$ cat src/rtl/rstvec_pkg.sv
package rstvec_pkg;
    typedef enum logic [2:0] {
        ST_LATCH  = 3'd0,
        ST_RD_HI  = 3'd1,
        ST_RD_LO  = 3'd2,
        ST_CAP_LO = 3'd3,
        ST_RUN    = 3'd4
    } fetch_state_t;

    // Index doubles as the word offset below the page top.
    typedef enum logic [1:0] {
        SRC_POR  = 2'd0,
        SRC_CMON = 2'd1,
        SRC_WDOG = 2'd2
    } reset_src_t;

    localparam int unsigned N_CAUSES = 3;
endpackage

$ cat src/rtl/rstvec_select.sv
module rstvec_select
    import rstvec_pkg::*;
#(
    parameter int unsigned           ADDR_W   = 16,
    parameter logic [ADDR_W-1:0]     TOP_NORM = 16'hFFFE,
    parameter logic [ADDR_W-1:0]     TOP_ALT  = 16'hBFFE
) (
    input  logic [N_CAUSES-1:0] cause_vec,   // [0]=por [1]=cmon [2]=wdog
    input  logic                mode_alt,
    output logic [ADDR_W-1:0]   vec_base
);
    reset_src_t          src;
    logic [ADDR_W-1:0]   page_top;
    logic [ADDR_W-1:0]   offs;

    // Lowest index wins: walk from lowest priority upward.
    always_comb begin
        src = SRC_POR;
        for (int i = N_CAUSES - 1; i >= 0; i--) begin
            if (cause_vec[i]) src = reset_src_t'(i);
        end
    end

    assign page_top = mode_alt ? TOP_ALT : TOP_NORM;
    assign offs     = ADDR_W'({src, 1'b0});
    assign vec_base = page_top - offs;
endmodule

$ cat src/rtl/rstvec_fsm.sv
module rstvec_fsm
    import rstvec_pkg::*;
(
    input  logic clk,
    input  logic rst_n,
    output logic ld_base,
    output logic rd_strobe,
    output logic sel_odd,
    output logic cap_hi,
    output logic cap_lo,
    output logic run
);
    fetch_state_t state, state_nx;

    always_ff @(posedge clk or negedge rst_n) begin
        if (!rst_n) state <= ST_LATCH;
        else        state <= state_nx;
    end

    always_comb begin
        unique case (state)
            ST_LATCH:  state_nx = ST_RD_HI;
            ST_RD_HI:  state_nx = ST_RD_LO;
            ST_RD_LO:  state_nx = ST_CAP_LO;
            ST_CAP_LO: state_nx = ST_RUN;
            ST_RUN:    state_nx = ST_RUN;
            default:   state_nx = ST_LATCH;
        endcase
    end

    always_comb begin
        ld_base   = 1'b0;
        rd_strobe = 1'b0;
        sel_odd   = 1'b0;
        cap_hi    = 1'b0;
        cap_lo    = 1'b0;
        run       = 1'b0;
        unique case (state)
            ST_LATCH:  ld_base = 1'b1;
            ST_RD_HI:  rd_strobe = 1'b1;
            ST_RD_LO:  begin rd_strobe = 1'b1; sel_odd = 1'b1; cap_hi = 1'b1; end
            ST_CAP_LO: cap_lo = 1'b1;
            ST_RUN:    run = 1'b1;
            default:   ;
        endcase
    end

    // the high read is always followed by the low read.
    a_r6_hi_then_lo: assert property (@(posedge clk) disable iff (!rst_n)
        (state == ST_RD_HI) |=> (state == ST_RD_LO));
    // the run state is absorbing.
    a_r7_run_absorbing: assert property (@(posedge clk) disable iff (!rst_n)
        (state == ST_RUN) |=> (state == ST_RUN));
endmodule

$ cat src/rtl/rstvec_pcreg.sv
module rstvec_pcreg #(
    parameter int unsigned DATA_W = 8
) (
    input  logic              clk,
    input  logic              rst_n,
    input  logic              cap_hi,
    input  logic              cap_lo,
    input  logic [DATA_W-1:0] rdata,
    output logic [2*DATA_W-1:0] pc
);
    logic [DATA_W-1:0] hi_q, lo_q;

    always_ff @(posedge clk or negedge rst_n) begin
        if (!rst_n) begin
            hi_q <= '0;
            lo_q <= '0;
        end else begin
            if (cap_hi) hi_q <= rdata;
            if (cap_lo) lo_q <= rdata;
        end
    end

    assign pc = {hi_q, lo_q};
endmodule

$ cat src/rtl/rstvec_loader.sv
module rstvec_loader
    import rstvec_pkg::*;
#(
    parameter int unsigned        DATA_W   = 8,
    parameter int unsigned        ADDR_W   = 2 * DATA_W,
    parameter logic [ADDR_W-1:0]  TOP_NORM = 16'hFFFE,
    parameter logic [ADDR_W-1:0]  TOP_ALT  = 16'hBFFE
) (
    input  logic              clk,
    input  logic              rst_n,
    input  logic              cause_por,
    input  logic              cause_cmon,
    input  logic              cause_wdog,
    input  logic              mode_alt,
    input  logic [DATA_W-1:0] bus_rdata,
    output logic [ADDR_W-1:0] bus_addr,
    output logic              bus_rd,
    output logic [ADDR_W-1:0] pc_init,
    output logic              mask_i,
    output logic              mask_x,
    output logic              run_en
);
    logic                ld_base, rd_strobe, sel_odd, cap_hi, cap_lo, run;
    logic [ADDR_W-1:0]   vec_sel, base_q;
    logic                mask_i_q, mask_x_q;

    rstvec_select #(.ADDR_W(ADDR_W), .TOP_NORM(TOP_NORM), .TOP_ALT(TOP_ALT)) u_sel (
        .cause_vec ({cause_wdog, cause_cmon, cause_por}),
        .mode_alt  (mode_alt),
        .vec_base  (vec_sel)
    );

    rstvec_fsm u_fsm (
        .clk       (clk),
        .rst_n     (rst_n),
        .ld_base   (ld_base),
        .rd_strobe (rd_strobe),
        .sel_odd   (sel_odd),
        .cap_hi    (cap_hi),
        .cap_lo    (cap_lo),
        .run       (run)
    );

    rstvec_pcreg #(.DATA_W(DATA_W)) u_pc (
        .clk    (clk),
        .rst_n  (rst_n),
        .cap_hi (cap_hi),
        .cap_lo (cap_lo),
        .rdata  (bus_rdata),
        .pc     (pc_init)
    );

    // the selection is frozen on the first edge after release.
    always_ff @(posedge clk or negedge rst_n) begin
        if (!rst_n)       base_q <= TOP_NORM;
        else if (ld_base) base_q <= vec_sel;
    end

    // both masks come out of reset set.
    always_ff @(posedge clk or negedge rst_n) begin
        if (!rst_n) begin
            mask_i_q <= 1'b1;
            mask_x_q <= 1'b1;
        end else begin
            mask_i_q <= mask_i_q;
            mask_x_q <= mask_x_q;
        end
    end

    assign bus_addr = {base_q[ADDR_W-1:1], sel_odd};
    assign bus_rd   = rd_strobe;
    assign run_en   = run;
    assign mask_i   = mask_i_q;
    assign mask_x   = mask_x_q;

    // the strobe never overlaps run-enable.
    a_r6_rd_not_run: assert property (@(posedge clk) disable iff (!rst_n)
        bus_rd |-> !run_en);
    // the second read uses the odd partner of the first address.
    a_r9_odd_follows_even: assert property (@(posedge clk) disable iff (!rst_n)
        (bus_rd && $past(bus_rd)) |-> (bus_addr == ($past(bus_addr) | 16'h0001)));
    // run-enable rises one idle cycle after two reads.
    a_r7_run_after_reads: assert property (@(posedge clk) disable iff (!rst_n)
        $rose(run_en) |-> (!$past(bus_rd) && $past(bus_rd, 2)));
    // run-enable sticks and the PC holds.
    a_r7_run_sticky: assert property (@(posedge clk) disable iff (!rst_n)
        run_en |=> (run_en && $stable(pc_init)));
endmodule

$ cat config.mk
export PLATFORM = sky130hd
export DESIGN_NAME = rstvec_loader
export DESIGN_NICKNAME = d
export VERILOG_FILES = /design/src/rtl/rstvec_pkg.sv /design/src/rtl/rstvec_select.sv /design/src/rtl/rstvec_fsm.sv /design/src/rtl/rstvec_pcreg.sv /design/src/rtl/rstvec_loader.sv
export SDC_FILE = /design/constraint.sdc
export NUM_CORES = 1
export LEC_CHECK = 0
export ABC_AREA = 1
export BUFFER_PORTS_ARGS = -buffer_cell sky130_fd_sc_hd__buf_2
export CORE_ASPECT_RATIO = 1.1
export CORE_MARGIN = 2
export CORE_UTILIZATION = 40
export CTS_CLUSTER_SIZE = 14
export DETAILED_ROUTE_END_ITERATION = 8
export PLACE_DENSITY = 0.73
export SYNTH_ARGS = -nofsm -noshare
export SYNTH_HDL_FRONTEND = slang
export SYNTH_SLANG_ARGS = --single-unit
$ cat constraint.sdc
create_clock -name clk -period 1.35 [get_ports clk]
set_input_delay 0.405 -clock clk [delete_from_list [all_inputs] [get_ports clk]]
set_output_delay 0.405 -clock clk [all_outputs]
set_load 0.01 [all_outputs]
==> results of run 1 <==
metal layers:
metal,up-vias,track usage [%],part of all wire [%]
met5,-,0,0
met4,0,6.59,0.45
met3,2,2.88,7.4
met2,39,27.0,52
met1,420,19.2,40
li1,437,-,-
per-stage QoR:
stage | area (um^2) | hold slack (ps) | cells | setup WS (ps)
after floorplan | 1100 | 109 | 131 | 4.62
after global placement | 1200 | 390 | 183 | 13.6
after detailed placement | 1200 | 395 | 183 | -46.8
after CTS | 1310 | 51.3 | 193 | -183
after global routing | 1360 | 66.7 | 196 | -263
final | 1360 | 42.8 | 196 | -205
cell type report:
class                   instances  area [um^2]
repair buffers                 48          308
inverters                      13         48.8
multi-input cells              78          384
well taps                      31         38.8
flip-flops and latches         22          554
clock buffers                   4         26.3
fillers                       242         1140
logic make-up (layout without fill, tap and decap cells):
kind of cell | after synthesis | in the layout | synth area share [%]
buf+inv | 32 | 65 | 18.8
other cells | 1 | 14 | 0.359
compound gates | 9 | 9 | 4.32
simple gates | 54 | 55 | 23.4
flops | 22 | 22 | 53.1
power breakdown:
group,total (mW),switching [mW],leakage (nW),internal [mW]
Sequential,0.707,0.0164,0.255,0.691
Combinational,0.132,0.0801,0.490,0.0516
Clock,0.300,0.186,0.0150,0.115
Total,1.14,0.282,0.760,0.857
path summary, 6_finish.rpt:
path / depth (start not counted) / slack [ps] / to / start
max: 4 / -210 / run_en / u_fsm.state[1]$_DFF_PN0_
max reg2reg: 6 / 110 / u_pc.lo_q[4]$_DFFE_PN0N_ / u_fsm.state[2]$_DFF_PN0_
min: 1 / 40 / u_pc.lo_q[2]$_DFFE_PN0N_ / rst_n
min in group clk: 3 / 310 / base_q[14]$_DFFE_PN1P_ / mode_alt
max in group asynchronous: 1 / 950 / base_q[14]$_DFFE_PN1P_ / rst_n
min reg2reg: 2 / 490 / base_q[1]$_DFFE_PN1P_ / base_q[1]$_DFFE_PN1P_
sequential cells by signal (all words and copies together) (netlist names):
signal,count
u_pc.hi_q,8
u_pc.lo_q,8
base_q,3
u_fsm.state,3
critical path, delay by kind of cell, from the launching register on:
kind                   cells  cell delay (ps)
AND/OR/NAND/NOR            2              190
flip-flops                 1              430
buffers and inverters      2              240
cell usage in the layout, fill, tap and decap left out, drive strengths merged:
cell type   n
buf        48
clkbuf      4
conb       14
dfrtp      19
dfstp       3
inv        13
nand2      37
nand3       5
nand3b      1
nand4       8
nor2        4
o21ai       9
timing repair:
item,CTS,global route
gates cloned,0,1
hold buffers,0,0
buffers inserted,6,2
resized for setup,8,8
pin swaps,2,3
setup endpoints to repair,6,14
==> results.tsv, run 1 <==
metric	value	unit
diodes	0	
yosysTopAreaCellShare	45.6	%
ant_nets	0	
drive_gt1_share	37.6	%
p_leak	0.760	nW
fin_nets	180	
core_area	2500	um^2
synth.most_common_cell	nand2_1	
cts_tree	yes	
crit_required	950	ps
ios	50	
end_kind	primary output	
place_congestion	0.733	
cap_violations	0	
die-area	3030	um^2
path_clk_slew	120	ps
yosys.area.top_type	dfrtp_1	
setup_viol	6	
cp_max_fo	3	
ir_worst_vdd	0.635	mV
clk_path_buf_depth	2	
critical_path_class	flip-flop to primary output	
synth_edf_count	0	
synth_cell_types	16	
min_period	1560	ps
die_h	57.6	um
routed_wirelength	2220	um
async_flop_share	100	%
antenna_found_initial	0	
slew_violations	0	
die-width	52.7	um
hpwl	1560	um
clk_latency	300	ps
track_usage	15.8	%
finalCritPeriodShare	115	%
vias_per_cell	4.58	
area_delta_synth_final	30.3	%
drt-pass1-iter-count	4	
slowest_delay	430	ps
synthFlopType	dfrtp_1	
seq_area_frac_synth	53.1	%
ys_seq_elements	22	
finalPower	1.14	mW
crit_arrival	1150	ps
max_freq	643	MHz
hold_viol	0	
synthTopCellsByCount	37 x nand2_1, 19 x dfrtp_1, 16 x buf_4	
wl_per_cell	11.3	um
worstPathCellList	inv_1, nand2_1, nor2_1, buf_2	
port_buffers	35	
start_util	41.8	%
outcome	complete, but fails checks	
grt_pass1_wl	3560	um
clock_skew	6.70	ps
drt_iter0_markers	9	
grt_max_degree	23	
syn-cell-area	1040	um^2
ctsHtreeMaxLevel	1	
postSynthCellCount	118	
synth_warnings	0	
violations	negative setup slack	
syn_avg_cell_area	8.84	um^2
critPathSlowestCell	dfrtp_1	
numCtsBuffers	3	
numClockSinks	22	
hold_class	input pin to asynchronous set/reset pin	
synth_area_leaders	dfrtp_1 46%, nand2_1 13%, buf_4 12%	
drc	0	
rsz0062_at_grt	true	
rows	19	
grt_pass1_vias	859	
p_per_area	838	nW/um^2
tns	-578	ps
critPathLaunchType	flip-flop	
root_buffer	clkbuf_4	
fin_util	54.5	%
grt_overflow_total	0	
fin_ws	-205	ps
vias	898	
Note: power is estimated with default switching activity, not from simulation.
==> inputs of run 2 (changes only) <==
--- a/config.mk
+++ b/config.mk
@@ -7,12 +7,14 @@
 export LEC_CHECK = 0
 export ABC_AREA = 1
 export BUFFER_PORTS_ARGS = -buffer_cell sky130_fd_sc_hd__buf_2
+export CELL_PAD_IN_SITES_DETAIL_PLACEMENT = 1
+export CELL_PAD_IN_SITES_GLOBAL_PLACEMENT = 1
 export CORE_ASPECT_RATIO = 1.1
 export CORE_MARGIN = 2
-export CORE_UTILIZATION = 40
+export CORE_UTILIZATION = 34
 export CTS_CLUSTER_SIZE = 14
 export DETAILED_ROUTE_END_ITERATION = 8
-export PLACE_DENSITY = 0.73
+export PLACE_DENSITY = 0.82
 export SYNTH_ARGS = -nofsm -noshare
 export SYNTH_HDL_FRONTEND = slang
 export SYNTH_SLANG_ARGS = --single-unit
==> constraint.sdc (replaced) <==
create_clock -name clk -period 2 [get_ports clk]
set_input_delay 0.6 -clock clk [delete_from_list [all_inputs] [get_ports clk]]
set_output_delay 0.6 -clock clk [all_outputs]
set_load 0.01 [all_outputs]
==> results.tsv, run 2 (same netlist as run 1, synthesis figures left out) <==
metric	value	unit	change
outcome	completed		was complete, but fails checks
clk_latency	300	ps	about the same
place_congestion	0.745		was 0.733
tns	0	ps	was -578 ps
antenna_found_initial	0		unchanged
finalCritPeriodShare	93.0	%	
path_clk_slew	130	ps	was 120 ps
crit_arrival	1260	ps	was 1150 ps
layout_commonest_cell	nand2_1		unchanged
grt_pass1_wl	4060	um	was 3560 um
vias	830		was 898
wl_per_cell	12.5	um	was 11.3 um
max_freq	538	MHz	
clk_path_buf_depth	2		unchanged
numClockSinks	22		unchanged
finalPower	0.813	mW	was 1.14 mW
ctsHtreeMaxLevel	1		unchanged
drt_iter0_markers	22		was 9
slowest_delay	480	ps	was 430 ps
crit_required	1400	ps	was 950 ps
cp_max_fo	10		was 3
slew_violations	0		unchanged
drt-pass1-iter-count	4		unchanged
p_per_area	663	nW/um^2	was 838 nW/um^2
drc	0		unchanged
min_period	1860	ps	
track_usage	14.4	%	was 15.8%
hold_buffers	0		unchanged
die-area	3530	um^2	was 3030 um^2
vias_per_cell	4.44		was 4.58
top_regs	u_pc.hi_q x8, u_pc.lo_q x8		unchanged
critPathLaunchType	flip-flop		unchanged
area_delta_synth_final	17.5	%	was 30.3%
fin_nets	168		was 180
hold_viol	0		unchanged
grt_overflow_total	0		unchanged
worstPathCellList	inv_4, nand3_2, nand2_1, buf_2		was inv_1, nand2_1, nor2_1, buf_2
final_cell_mix	37 x nand2_1, 35 x buf_2, 19 x dfrtp_1		was 36 x nand2_1, 30 x buf_2, 19 x dfrtp_1
hpwl	1840	um	was 1560 um
ios	50		unchanged
end_kind	primary output		unchanged
ant_nets	0		unchanged
hold_class	input pin to asynchronous set/reset pin		unchanged
numCtsBuffers	3		unchanged
ir_worst_vdd	0.261	mV	was 0.635 mV
clock_skew	2.71	ps	was 6.70 ps
die-width	56.8	um	was 52.7 um
core_area	3000	um^2	was 2500 um^2
nFillCells	392		was 242
rows	21		was 19
diodes	0		unchanged
cts_tree	yes		unchanged
critPathSlowestCell	dfrtp_1		unchanged
start_util	34.8	%	was 41.8%
rsz0062_at_grt	false		was true
port_buffers	35		unchanged
setup_viol	0		was 6
critical_path_class	flip-flop to primary output		unchanged
p_leak	0.702	nW	was 0.760 nW
grt_max_degree	23		unchanged
root_buffer	clkbuf_4		unchanged
routed_wirelength	2330	um	was 2220 um
drive_gt1_share	31.4	%	was 37.6%
die_h	62.1	um	was 57.6 um
grt_pass1_vias	874		was 859
cap_violations	0		unchanged
run 2: layout make-up:
type | count | area, um^2 | share of cell area (%)
flip-flops and latches | 22 | 554 | 45.2
inverters | 13 | 56.3 | 4.59
well taps | 34 | 42.5 | 3.47
multi-input cells | 77 | 347 | 28.3
repair buffers | 37 | 190 | 15.5
clock buffers | 4 | 36.3 | 2.96
run 2: final timing paths:
check	from	end	slack, ps	cells after the start
worst max-delay path	u_fsm.state[0]$_DFF_PN0_	bus_rd	140	4
worst min-delay path	rst_n	u_pc.lo_q[3]$_DFFE_PN0N_	240	1
worst max register to register	u_fsm.state[0]$_DFF_PN0_	u_pc.hi_q[6]$_DFFE_PN0P_	880	5
worst min register to register	base_q[14]$_DFFE_PN1P_	base_q[14]$_DFFE_PN1P_	470	2
max in group asynchronous	rst_n	base_q[14]$_DFFE_PN1P_	1410	1
min in group clk	base_q[14]$_DFFE_PN1P_	base_q[14]$_DFFE_PN1P_	470	2
run 2: metrics by stage:
step / cell area (um^2) / cells / worst slack [ps] / hold WS (ps) / util, %
4_1_cts: 1220 / 187 / 27.8 / 255 / 40.6
3_3_place_gp: 1180 / 183 / 375 / 455 / 39.3
3_5_place_dp: 1180 / 183 / 341 / 458 / 39.3
5_1_grt: 1230 / 187 / 18.4 / 256 / 40.9
6_report: 1230 / 187 / 141 / 237 / 40.9
2_1_floorplan: 1090 / 131 / 450 / 304 / -
run 2: power breakdown:
part	leakage (nW)	switching, mW	internal, mW
clock	0.0210	0.139	0.111
combinational	0.426	0.0560	0.0315
sequential	0.255	0.00967	0.466
total	0.702	0.204	0.609
run 2: per-layer routing:
metal	wire length, um	global-route usage, %	vias to the layer above
met2	1110	24.0	31
met4	14	3.49	0
met1	1030	19.4	388
met5	0	0	-
met3	178	2.71	2
li1	-	-	409
run 2: critical path: cells and delay by family (launching register included):
| family | cells | cell delay (ps) |
|---|---|---|
| flip-flops | 1 | 480 |
| AND/OR/NAND/NOR | 2 | 210 |
| buffers and inverters | 2 | 270 |
run 2: repair_timing:
action / CTS / global route
setup buffers: 0 / 0
gates resized for setup: 1 / 3
endpoints found under the setup margin: 1 / 3
